## src/rtl/tna_pkg.sv

```systemverilog
package tna_pkg;
   typedef enum logic {
      ST_IDLE = 1'b0,
      ST_RUN  = 1'b1
   } fetch_st_e;

   localparam int CTRL_OVR_BIT  = 6;
   localparam int CTRL_BUSY_BIT = 7;
endpackage

```

## src/rtl/tna_scaler.sv

```systemverilog
module tna_scaler #(
   parameter int TOK_W = 16,
   parameter int OUT_W = 24,
   parameter int SEL_W = 2,
   parameter int STEP  = 2
) (
   input  logic [TOK_W-1:0] tok,
   input  logic [SEL_W-1:0] sel,
   output logic [OUT_W-1:0] addr
);
   localparam int N_OPT = 1 << SEL_W;
   localparam int MAX_SH = (N_OPT - 1) * STEP;

   if (TOK_W + MAX_SH > OUT_W) begin : g_bad_width
      $error("tna_scaler: widest scaled token exceeds OUT_W");
   end

   logic [OUT_W-1:0] wide;
   assign wide = {{(OUT_W-TOK_W){1'b0}}, tok};

   if (STEP == 0) begin : g_flat
      assign addr = wide;
   end else begin : g_mux
      logic [OUT_W-1:0] cand [N_OPT];
      for (genvar g = 0; g < N_OPT; g++) begin : g_opt
         localparam int SH = g * STEP;
         assign cand[g] = wide << SH;
      end
      assign addr = cand[sel];
   end
endmodule

```

## src/rtl/tna_fetch.sv

```systemverilog
module tna_fetch
   import tna_pkg::*;
#(
   parameter int AW    = 24,
   parameter int TOK_W = 16
) (
   input  logic             clk,
   input  logic             rst_n,
   input  logic             start,
   input  logic [AW-1:0]    ip,
   output logic             mem_req,
   output logic [AW-1:0]    mem_addr,
   input  logic             mem_gnt,
   input  logic [7:0]       mem_rdata,
   output logic             busy,
   output logic             done,
   output logic [TOK_W-1:0] token
);
   localparam int BEATS = TOK_W / 8;
   localparam int BW    = (BEATS > 1) ? $clog2(BEATS) : 1;
   localparam logic [BW-1:0] LAST = BW'(BEATS - 1);

   fetch_st_e        st_q;
   logic [BW-1:0]    beat_q;
   logic [TOK_W-1:0] acc_q;

   always_ff @(posedge clk or negedge rst_n) begin
      if (!rst_n) begin
         st_q   <= ST_IDLE;
         beat_q <= '0;
         acc_q  <= '0;
      end else begin
         case (st_q)
            ST_IDLE: begin
               if (start) begin
                  st_q   <= ST_RUN;
                  beat_q <= '0;
               end
            end
            ST_RUN: begin
               if (mem_gnt) begin
                  acc_q[beat_q*8 +: 8] <= mem_rdata;
                  if (beat_q == LAST) st_q <= ST_IDLE;
                  else                beat_q <= beat_q + 1'b1;
               end
            end
            default: st_q <= ST_IDLE;
         endcase
      end
   end

   assign mem_req  = (st_q == ST_RUN);
   assign mem_addr = ip + AW'(beat_q);
   assign busy     = mem_req;
   assign done     = mem_req && mem_gnt && (beat_q == LAST);

   always_comb begin
      token = acc_q;
      token[(BEATS-1)*8 +: 8] = mem_rdata;
   end
endmodule

```

## src/rtl/tna_ptr.sv

```systemverilog
module tna_ptr #(
   parameter int AW   = 24,
   parameter int STEP = 2
) (
   input  logic            clk,
   input  logic            rst_n,
   input  logic            wr_en,
   input  logic [$clog2(AW/8 > 1 ? AW/8 : 2)-1:0] wr_idx,
   input  logic [7:0]      wr_data,
   input  logic            busy,
   input  logic            advance,
   output logic [AW-1:0]   ip
);
   localparam int NB = AW / 8;

   logic [AW-1:0] ip_q;
   logic [NB-1:0] pmask_q;
   logic [AW-1:0] pdata_q;
   logic [AW-1:0] merged;

   always_comb begin
      merged = ip_q + AW'(STEP);
      for (int b = 0; b < NB; b++) begin
         if (pmask_q[b]) merged[b*8 +: 8] = pdata_q[b*8 +: 8];
         if (wr_en && (int'(wr_idx) == b)) merged[b*8 +: 8] = wr_data;
      end
   end

   always_ff @(posedge clk or negedge rst_n) begin
      if (!rst_n) begin
         ip_q    <= '0;
         pmask_q <= '0;
         pdata_q <= '0;
      end else if (advance) begin
         ip_q    <= merged;
         pmask_q <= '0;
      end else if (wr_en && !busy) begin
         ip_q[wr_idx*8 +: 8] <= wr_data;
      end else if (wr_en) begin
         pmask_q[wr_idx]        <= 1'b1;
         pdata_q[wr_idx*8 +: 8] <= wr_data;
      end
   end

   assign ip = ip_q;
endmodule

```

## src/rtl/tok_next_accel.sv

```systemverilog
module tok_next_accel
   import tna_pkg::*;
#(
   parameter int ADDR_W     = 24,
   parameter int TOK_W      = 16,
   parameter int SEL_W      = 2,
   parameter int SHIFT_STEP = 2,
   parameter int REG_AW     = $clog2(2*(ADDR_W/8) + 2)
) (
   input  logic              clk,
   input  logic              rst_n,
   input  logic              cpu_sel,
   input  logic              cpu_we,
   input  logic [REG_AW-1:0] cpu_addr,
   input  logic [7:0]        cpu_wdata,
   output logic [7:0]        cpu_rdata,
   output logic              mem_req,
   output logic [ADDR_W-1:0] mem_addr,
   input  logic              mem_gnt,
   input  logic [7:0]        mem_rdata
);
   localparam int PTR_BYTES = ADDR_W / 8;
   localparam int IDXW      = $clog2(PTR_BYTES > 1 ? PTR_BYTES : 2);
   localparam int OFS_IP    = 1;
   localparam int OFS_VEC   = OFS_IP + PTR_BYTES;
   localparam int OFS_CTRL  = OFS_VEC + PTR_BYTES;
   localparam int BEATS     = TOK_W / 8;

   if (ADDR_W % 8 != 0 || TOK_W % 8 != 0) begin : g_bad_bytes
      $error("tok_next_accel: ADDR_W and TOK_W must be whole bytes");
   end
   if (TOK_W > ADDR_W) begin : g_bad_tok
      $error("tok_next_accel: token wider than address");
   end
   if (SEL_W > CTRL_OVR_BIT) begin : g_bad_sel
      $error("tok_next_accel: shift select overlaps status bits");
   end
   if ((1 << REG_AW) <= OFS_CTRL) begin : g_bad_raw
      $error("tok_next_accel: REG_AW too narrow for register window");
   end

   logic              wr, trig_wr, ctrl_wr, ip_wr;
   logic [IDXW-1:0]   ip_idx;
   logic              busy, done, start;
   logic [ADDR_W-1:0] ip;
   logic [TOK_W-1:0]  token;
   logic [ADDR_W-1:0] scaled;
   logic [SEL_W-1:0]  sel_q, sel_lat_q;
   logic              ovr_q;
   logic [ADDR_W-1:0] vec_q;

   assign wr      = cpu_sel && cpu_we;
   assign trig_wr = wr && (cpu_addr == REG_AW'(0));
   assign ctrl_wr = wr && (cpu_addr == REG_AW'(OFS_CTRL));
   assign start   = trig_wr && !busy;

   always_comb begin
      ip_wr  = 1'b0;
      ip_idx = '0;
      for (int b = 0; b < PTR_BYTES; b++) begin
         if (wr && cpu_addr == REG_AW'(OFS_IP + b)) begin
            ip_wr  = 1'b1;
            ip_idx = IDXW'(b);
         end
      end
   end

   tna_ptr #(.AW(ADDR_W), .STEP(BEATS)) u_ptr (
      .clk(clk), .rst_n(rst_n), .wr_en(ip_wr), .wr_idx(ip_idx),
      .wr_data(cpu_wdata), .busy(busy), .advance(done), .ip(ip)
   );

   tna_fetch #(.AW(ADDR_W), .TOK_W(TOK_W)) u_fetch (
      .clk(clk), .rst_n(rst_n), .start(start), .ip(ip),
      .mem_req(mem_req), .mem_addr(mem_addr), .mem_gnt(mem_gnt),
      .mem_rdata(mem_rdata), .busy(busy), .done(done), .token(token)
   );

   tna_scaler #(.TOK_W(TOK_W), .OUT_W(ADDR_W), .SEL_W(SEL_W), .STEP(SHIFT_STEP)) u_scale (
      .tok(token), .sel(sel_lat_q), .addr(scaled)
   );

   always_ff @(posedge clk or negedge rst_n) begin
      if (!rst_n) begin
         sel_q     <= '0;
         sel_lat_q <= '0;
         ovr_q     <= 1'b0;
         vec_q     <= '0;
      end else begin
         if (ctrl_wr) sel_q <= cpu_wdata[SEL_W-1:0];
         if (start)   sel_lat_q <= sel_q;
         if (trig_wr && busy)                     ovr_q <= 1'b1;
         else if (ctrl_wr && cpu_wdata[CTRL_OVR_BIT]) ovr_q <= 1'b0;
         if (done)    vec_q <= scaled;
      end
   end

   always_comb begin
      cpu_rdata = '0;
      for (int b = 0; b < PTR_BYTES; b++) begin
         if (cpu_addr == REG_AW'(OFS_IP + b))  cpu_rdata = ip[b*8 +: 8];
         if (cpu_addr == REG_AW'(OFS_VEC + b)) cpu_rdata = vec_q[b*8 +: 8];
      end
      if (cpu_addr == REG_AW'(OFS_CTRL)) begin
         cpu_rdata[SEL_W-1:0]     = sel_q;
         cpu_rdata[CTRL_OVR_BIT]  = ovr_q;
         cpu_rdata[CTRL_BUSY_BIT] = busy;
      end
   end
endmodule

```

## config.mk

```make
export PLATFORM = sky130hd
export DESIGN_NAME = tok_next_accel
export DESIGN_NICKNAME = d
export VERILOG_FILES = /design/src/rtl/tna_pkg.sv /design/src/rtl/tna_scaler.sv /design/src/rtl/tna_fetch.sv /design/src/rtl/tna_ptr.sv /design/src/rtl/tok_next_accel.sv
export SDC_FILE = /design/constraint.sdc
export NUM_CORES = 1
export LEC_CHECK = 0
export BUFFER_PORTS_ARGS = -buffer_cell sky130_fd_sc_hd__buf_2
export CAP_MARGIN = 5
export CORE_MARGIN = 2
export CORE_UTILIZATION = 60
export DETAILED_ROUTE_END_ITERATION = 8
export GPL_TIMING_DRIVEN = 1
export MAX_ROUTING_LAYER = met4
export PLACE_DENSITY = 0.81
export SLEW_MARGIN = 20
export SYNTH_ARGS = -nofsm -noshare
export SYNTH_HDL_FRONTEND = slang
export SYNTH_SLANG_ARGS = --single-unit
export TNS_END_PERCENT = 5
```

## constraint.sdc

```tcl
create_clock -name clk -period 4.2 [get_ports clk]
set_input_delay 0.84 -clock clk [delete_from_list [all_inputs] [get_ports clk]]
set_output_delay 0.84 -clock clk [all_outputs]
set_load 0.005 [all_outputs]
```

==> results of run 1 <==
## layout make-up
| type | count | area [sq um] |
|---|---|---|
| clock buffers | 12 | 145.1 |
| clock inverters | 4 | 77.57 |
| fillers | 740 | 2846 |
| inverters | 13 | 48.80 |
| multi-input cells | 473 | 2988 |
| flip-flops and latches | 88 | 2202 |
| well taps | 108 | 135.1 |
| repair buffers | 61 | 320.3 |
## registers in the layout, summed over array words and instances (netlist names)
name / flops
ovr_q: 1
sel_lat_q: 2
sel_q: 2
u_fetch.acc_q: 8
u_fetch.beat_q: 1
u_fetch.busy: 1
u_ptr.ip: 24
u_ptr.pdata_q: 24
u_ptr.pmask_q: 3
vec_q: 22
## power by group through the flow
stage | clock network [W] | logic (W) | registers (W)
2_1_floorplan | 0 | 0.00126 | 0.00136
3_3_place_gp | 0 | 0.00145 | 0.00166
3_5_place_dp | 0 | 0.00150 | 0.00167
4_1_cts | 0.000671 | 0.00150 | 0.00166
5_1_grt | 0.000709 | 0.00167 | 0.00172
6_report | 0.000663 | 0.00151 | 0.00168
## per-stage QoR
step / worst slack [ps] / power (W)
2_1_floorplan: 1463 / 0.002616
3_3_place_gp: 957.5 / 0.003113
3_5_place_dp: 914.5 / 0.003172
4_1_cts: 898.3 / 0.003829
5_1_grt: 722.0 / 0.004097
6_report: 869.9 / 0.003857
## worst min path at each step
stage | start | to | slack (ps) | cells after the start
3_5_place_dp | u_ptr.pdata_q[6] | u_ptr.pdata_q[6] | 460 | 2
2_1_floorplan | u_ptr.pdata_q[2] | u_ptr.pdata_q[2] | 430 | 2
5_1_grt | u_ptr.pdata_q[4] | u_ptr.pdata_q[4] | 500 | 2
6_report | u_ptr.pdata_q[1] | u_ptr.pdata_q[1] | 470 | 2
3_3_place_gp | u_ptr.pdata_q[3] | u_ptr.pdata_q[3] | 450 | 2
4_1_cts | u_ptr.pdata_q[1] | u_ptr.pdata_q[1] | 480 | 2
## tightest hold or removal path, cell delays in order, from the launching register on
cell,delay [ps]
dfrtp_1,350
nand2_1,50
nand2_1,50
## placed cells by master, fill, tap and decap left out, drive strengths merged, types with 4 or more instances in the layout
| cell | netlist | layout |
|---|---|---|
| xor2 | 9 | 9 |
| nand4 | 5 | 5 |
| a32oi | 5 | 5 |
| dfrtp | 88 | 88 |
| o22ai | 9 | 9 |
| inv | 13 | 13 |
| clkbuf | 23 | 12 |
| a221oi | 9 | 9 |
| buf | 20 | 61 |
| mux2 | 38 | 38 |
| a211oi | 5 | 5 |
| o31ai | 4 | 4 |
| and3 | 7 | 7 |
| a31oi | 7 | 7 |
| o32ai | 4 | 4 |
| mux2i | 20 | 20 |
| nor4 | 5 | 5 |
| nor2 | 57 | 57 |
| o211ai | 5 | 5 |
| nand2b | 4 | 4 |
| nand2 | 85 | 85 |
| o21ai | 48 | 48 |
| nand3 | 35 | 35 |
| xnor2 | 21 | 21 |
| a21oi | 33 | 33 |
| nor3 | 14 | 14 |
## kinds of logic (layout without fill, tap and decap cells)
kind of cell	count (synthesis)	in the layout	synth area share
compound gates	150	150	0.1756
xor+xnor	30	30	0.04839
fa+ha+maj	3	3	0.006913
buf+inv	56	90	0.04424
flops	88	88	0.4055
mux	59	59	0.1198
simple gates	231	231	0.1995
## layer usage
| metal | routed length [microns] | vias up | global-route usage | part of all wire |
|---|---|---|---|---|
| met4 | 509 | 0 | 0.1064 | 0.032 |
| met5 | 0 | - | - | 0 |
| met1 | 6294 | 2447 | 0.4503 | 0.40 |
| met2 | 7347 | 295 | 0.5312 | 0.47 |
| li1 | - | 2283 | - | - |
| met3 | 1557 | 53 | 0.06325 | 0.099 |
==> out/qor.csv, run 1 <==
metric;value;unit
status;finished clean;
syn_area;5430;sq um
numPortBuffers;56;
area_growth;8.963;%
start_util;0.6196;
wl_per_cell;20.70;microns
ys_types;59;
grt_pass1_vias;4647;
ant_nets;0;
slowest_stage;dfrtp_1;
slew_violations;0;
hold_viol;0;
synth_cells;617;
power_frac_comb;0.392;
insertion_delay;360;ps
clk_pin_slew;80;ps
synth_most_common_cell;dfrtp_1;
dr.pass1.iters;6;
clock_power_share;0.172;
hold_ws;470.1;ps
vias;5078;
place.gp.congestion;0.9609;
p_leak;2.546;nW
avgSynthCellArea;8.801;sq um
cts_tree;built;
synth_top_cell_by_area;dfrtp_1;
critical_path_depth;6;
reg2reg_from;u_fetch.busy;
fin_skew;9.321;ps
drc;0;
tightest_slew;878.4;ps
num_io_pins;57;
via_per_inst;6.690;
switching_share;0.4214;
die_h;99.14;microns
end_kind;output pin;
cts.path.max_buffers;2;
postRouteWirelength;15.71;mm
ys_seq_area_frac;0.4055;
fin_cells;759;
nNetsFinal;673;
ys_warn_count;0;
pwr_density_cell;651.9;nW/um^2
fin_setup_tns;0;ps
die_w;99.14;microns
synthTopCellsByArea;dfrtp_1 41%, mux2_2 7.9%, nand2_1 5.8%, o21ai_0 4.2%, nor2_1 3.9%;
placed_area;5694;sq um
crit_family;simple AND/OR/NAND/NOR gates;
max_clock_freq;300.3;MHz
fin_area;5917;sq um
antenna_found_initial;0;
fin_crit_sh;0.7929;
final_util;0.6752;
dieArea;9828;sq um
gr-total-overflow;0;
synth_common_cells;88 x dfrtp_1, 84 x nand2_1, 56 x nor2_1;
critPathArrivalTime;2490;ps
holdBufCountCts;0;
hold_path_class;reg2reg;
h-tree-depth;3;
fin_crit;3330;ps
synth_flop_cell;dfrtp_1;
yosysTopAreaCellShare;0.4055;
seqPwrFrac;0.436;
grt_util_all_layers;0.3385;
dpl.hpwl;11.27;mm
layout-drive-gt1-share;0.1951;
p_sw;0.001625;W
slowest_delay;540;ps
placedCellCount;743;
max_cap_violations;0;
grt_pass1_wl;25.01;mm
ys_ff_latch;88;
cp-endpoint;mem_addr[19];
synthesis.nets;644;
crit_chain;ha_1, nand3_2, nor4_1, nand2_1, xnor2_1, buf_2;
rsz0062_at_grt;false;
clock_sinks;88;
cts_root_buf;clkbuf_8;
cts_buffers;9;
cts_resized;0;
cp-start-kind;flip-flop;
cp_data_required_time;3360;ps
crit_type;reg2out;
slew_headroom;0.4144;
reg2reg_slack;1860;ps
setup_violations;0;
critPathBufInv;1;
core_area;8763;sq um
grt_max_degree;68;
diodes;0;
async_reset_ff_frac;1.000;
rr_worst_depth;3;
cts_setup_buffers;0;
crit_fanout;8;
rows;34;
synth_edf_count;0;
p_int;0.002232;W
max-vdd-ir-drop;0.3809;mV
startpoint;u_ptr.ip[2];
r2r-end;u_ptr.pdata_q[19];
drt-initial-drc-count;469;
No activity file was read; power rests on OpenSTA's default activity.
==> inputs of run 2 (changes only) <==
clock period = 3.5 ns   (was 4.2 ns; I/O delays follow)
==> out/qor.csv, run 2 (synthesized netlist as in run 1, its figures left out) <==
metric;value;unit
via_per_inst;6.683;
hold_viol;0;
dr.pass1.iters;6;
vias;5099;
postRouteWirelength;16.01;mm
nNetsFinal;677;
layout-drive-gt1-share;0.2031;
rsz0062_at_grt;false;
start_util;0.6196;
dieArea;9828;sq um
h-tree-depth;3;
fin_setup_tns;0;ps
slowest_delay;480;ps
hold_path_class;in2async;
ant_nets;0;
insertion_delay;370;ps
area_growth;9.147;%
core_area;8763;sq um
numPortBuffers;56;
fin_skew;13.31;ps
slowest_stage;dfrtp_1;
slew_headroom;0.4668;
die_h;99.14;microns
critPathArrivalTime;2380;ps
cts_tree;built;
post-place-ws;772.5;ps
cts_buffers;9;
cp-start-kind;flip-flop;
crit_fanout;8;
drt-initial-drc-count;508;
gr-total-overflow;0;
cp_data_required_time;2800;ps
crit_chain;ha_1, nand3_2, nor4_1, nand2_1, xnor2_1, buf_2;
crit_family;simple AND/OR/NAND/NOR gates;
dpl.hpwl;11.58;mm
wl_per_cell;20.99;microns
tightest_slew;799.8;ps
nFillCells;726;
cts.path.max_buffers;2;
layout_common_cells;88 x dfrtp_1, 84 x nand2_1, 56 x nor2_1, 55 x buf_2, 46 x o21ai_0;
clk_pin_slew;90;ps
cts_setup_buffers;0;
max_cap_violations;0;
max-vdd-ir-drop;0.4371;mV
die_w;99.14;microns
end_kind;output pin;
cts_root_buf;clkbuf_8;
fin_crit_sh;0.8792;
num_io_pins;57;
antenna_found_initial;0;
fin_crit;3077;ps
setup_violations;0;
grt_util_all_layers;0.3447;
grt_max_degree;89;
slew_violations;0;
grt_pass1_wl;25.69;mm
critPathBufInv;1;
layout_setup_ws;422.9;ps
place.gp.congestion;0.9823;
pwr_density_cell;770.0;nW/um^2
holdBufCountCts;0;
max_clock_freq;325.0;MHz
status;finished clean;
rows;34;
crit_type;reg2out;
final_common_cell;dfrtp_1;
diodes;0;
grt_pass1_vias;4949;
cts_resized;0;
p_leak;2.556;nW
drc;0;
clock_sinks;88;
[run 2: changes by cell type in the layout (fill, tap and decap cells not counted)]
cell and change:
clkinv_2 +1, buf_4 +3, clkbuf_8 +1, inv_6 +1
clkinvlp_4 +1, clkbuf_1 -2, bufinv_16 -2, buf_12 +1
[run 2: layer usage]
metal | global-route usage | vias up | wire length [microns]
li1 | - | 2290 | -
met1 | 0.4409 | 2468 | 6360
met2 | 0.5437 | 281 | 7537
met3 | 0.05903 | 60 | 1406
met4 | 0.1507 | 0 | 709
met5 | - | - | 0
[run 2: power by group]
group / switching, W / internal (W)
registers: 0.000575 / 0.00140
clock network: 0.000391 / 0.000301
logic: 0.00102 / 0.000877
total: 0.00199 / 0.00257
[run 2: layout make-up]
class | count | area, sq um | area share
clock buffer | 11 | 151.4 | 0.02554
clock inverter | 5 | 38.79 | 0.006544
inverter | 13 | 48.80 | 0.008233
multi-input combinational | 473 | 2988 | 0.5041
sequential | 88 | 2202 | 0.3715
tap | 108 | 135.1 | 0.02280
timing repair buffer | 65 | 362.8 | 0.06122
[run 2: worst register-to-register path: cells and delay by family (launching register included)]
family | cells | cell delay, ps
AO/OA/AOI/OAI | 2 | 460
flip-flops | 1 | 480
adder cells (fa/ha/maj) | 1 | 410
AND/OR/NAND/NOR | 2 | 700
[run 2: worst paths after layout]
kind                       slack (ps)        startpoint  cells past startpoint                to
setup / recovery                  420       u_ptr.ip[2]                      6      mem_addr[19]
max in group asynchronous        2770             rst_n                      2      u_ptr.ip[20]
setup reg to reg                 1340       u_ptr.ip[2]                      5      u_ptr.ip[19]
hold reg to reg                   480  u_ptr.pdata_q[0]                      2  u_ptr.pdata_q[0]
min in group clk                  480  u_ptr.pdata_q[0]                      2  u_ptr.pdata_q[0]
hold / removal                    330             rst_n                      2      u_ptr.ip[10]
[run 2: stage by stage]
step	utilization	total power, W	instances	cell area [sq um]	hold WS, ps
2_1_floorplan	-	0.003139	617	5430	404.4
3_3_place_gp	0.6546	0.003774	747	5737	448.8
3_5_place_dp	0.6546	0.003848	747	5737	459.1
4_1_cts	0.6763	0.004531	763	5927	372.0
5_1_grt	0.6763	0.004852	763	5927	370.3
6_report	0.6763	0.004564	763	5927	328.9
==> inputs of run 3 (changes only) <==
BUFFER_PORTS_ARGS = -buffer_cell sky130_fd_sc_hd__buf_4   (was -buffer_cell sky130_fd_sc_hd__buf_2)
CTS_CLUSTER_SIZE = 16   (was unset)
PLACE_DENSITY = 0.79   (was 0.81)
==> out/qor.csv, run 3 (synthesized netlist as in run 1, its figures left out) <==
metric;value;unit
setup_violations;0;
num_io_pins;57;
hold_viol;0;
cts_resized;0;
holdBufCountCts;0;
grt_max_degree;89;
max-vdd-ir-drop;0.4849;mV
diodes;0;
insertion_delay;370;ps
rsz0062_at_grt;false;
cts_root_buf;clkbuf_8;
clk_pin_slew;100;ps
dpl.hpwl;11.61;mm
ant_nets;0;
layout_common_cells;88 x dfrtp_1, 84 x nand2_1, 64 x buf_4, 56 x nor2_1, 46 x o21ai_0;
postRouteWirelength;16.29;mm
crit_type;reg2out;
h-tree-depth;3;
antenna_found_initial;0;
max_cap_violations;0;
cts_setup_buffers;0;
crit_fanout;8;
drt-initial-drc-count;369;
hold_path_class;in2async;
rows;34;
critPathArrivalTime;2610;ps
multi_input_area;2988;sq um
via_per_inst;6.599;
drc;0;
place.gp.congestion;0.9865;
cts.path.max_buffers;2;
dieArea;9828;sq um
dr.pass1.iters;5;
grt_pass1_wl;25.43;mm
nNetsFinal;677;
nFillCells;737;
die_w;99.14;microns
end_kind;output pin;
final_util;0.6927;
status;finished clean;
final_common_cell;dfrtp_1;
vias;5035;
area_growth;11.80;%
fin_skew;13.84;ps
cp-start-kind;flip-flop;
pwr_density_cell;783.0;nW/um^2
start_util;0.6196;
p_leak;2.602;nW
max_clock_freq;302.3;MHz
cts_tree;built;
fin_crit;3308;ps
numPortBuffers;56;
core_area;8763;sq um
cts_buffers;9;
grt_pass1_vias;4841;
die_h;99.14;microns
tightest_slew;849.0;ps
gr-total-overflow;0;
layout-drive-gt1-share;0.2015;
fin_setup_tns;0;ps
grt_util_all_layers;0.3469;
slew_violations;0;
fin_crit_sh;0.9451;
cp_data_required_time;2800;ps
clock_sinks;88;
slew_headroom;0.4340;
seq_area;2202;sq um
wl_per_cell;21.35;microns
-- run 3: critical path, stage by stage, from the launching register on --
cell	delay, ps
dfrtp_1	460
ha_1	410
nand2_1	160
nor2_1	490
and3_1	300
nand3_1	110
xnor2_1	180
buf_4	140
-- run 3: path summary, 6_finish.rpt --
kind	from	to	slack, ps	cells after the start
worst max register to register	u_fetch.busy	u_ptr.ip[18]	1150	5
worst max-delay path	u_ptr.ip[2]	mem_addr[17]	190	7
worst min register to register	vec_q[1]	vec_q[1]	480	2
worst min-delay path	rst_n	u_ptr.pdata_q[15]	350	1
min in group clk	vec_q[1]	vec_q[1]	480	2
max in group asynchronous	rst_n	u_ptr.ip[18]	2520	1
-- run 3: power breakdown --
part / leakage, nW / switching [W] / internal [W]
Clock: 0.101 / 0.000404 / 0.000357
Sequential: 1.10 / 0.000543 / 0.00140
Combinational: 1.40 / 0.00106 / 0.000988
-- run 3: cell type report --
class	count	share of cell area
clock buffers	11	0.02329
flip-flops and latches	88	0.3627
multi-input cells	473	0.4922
clock inverters	5	0.01051
well taps	108	0.02226
repair buffers	65	0.08100
inverters	13	0.008038
-- run 3: per-stage QoR --
step / hold WS (ps) / power, W / instances / area (sq um) / setup slack, ps
global route: 455.7 / 0.005023 / 763 / 6071 / 85.24
CTS: 475.6 / 0.004711 / 763 / 6067 / 301.4
finish: 346.7 / 0.004753 / 763 / 6071 / 192.1
detailed placement: 456.1 / 0.003957 / 747 / 5862 / 701.2
floorplan: 404.4 / 0.003139 / 617 / 5430 / 1043
global placement: 456.9 / 0.003896 / 747 / 5862 / 736.2
-- run 3: metal layers --
layer / vias up / routed length (microns) / track usage
met4: 0 / 690 / 0.1718
li1: 2294 / - / -
met3: 61 / 1369 / 0.05271
met2: 296 / 7479 / 0.5166
met1: 2384 / 6751 / 0.4665
met5: - / 0 / -
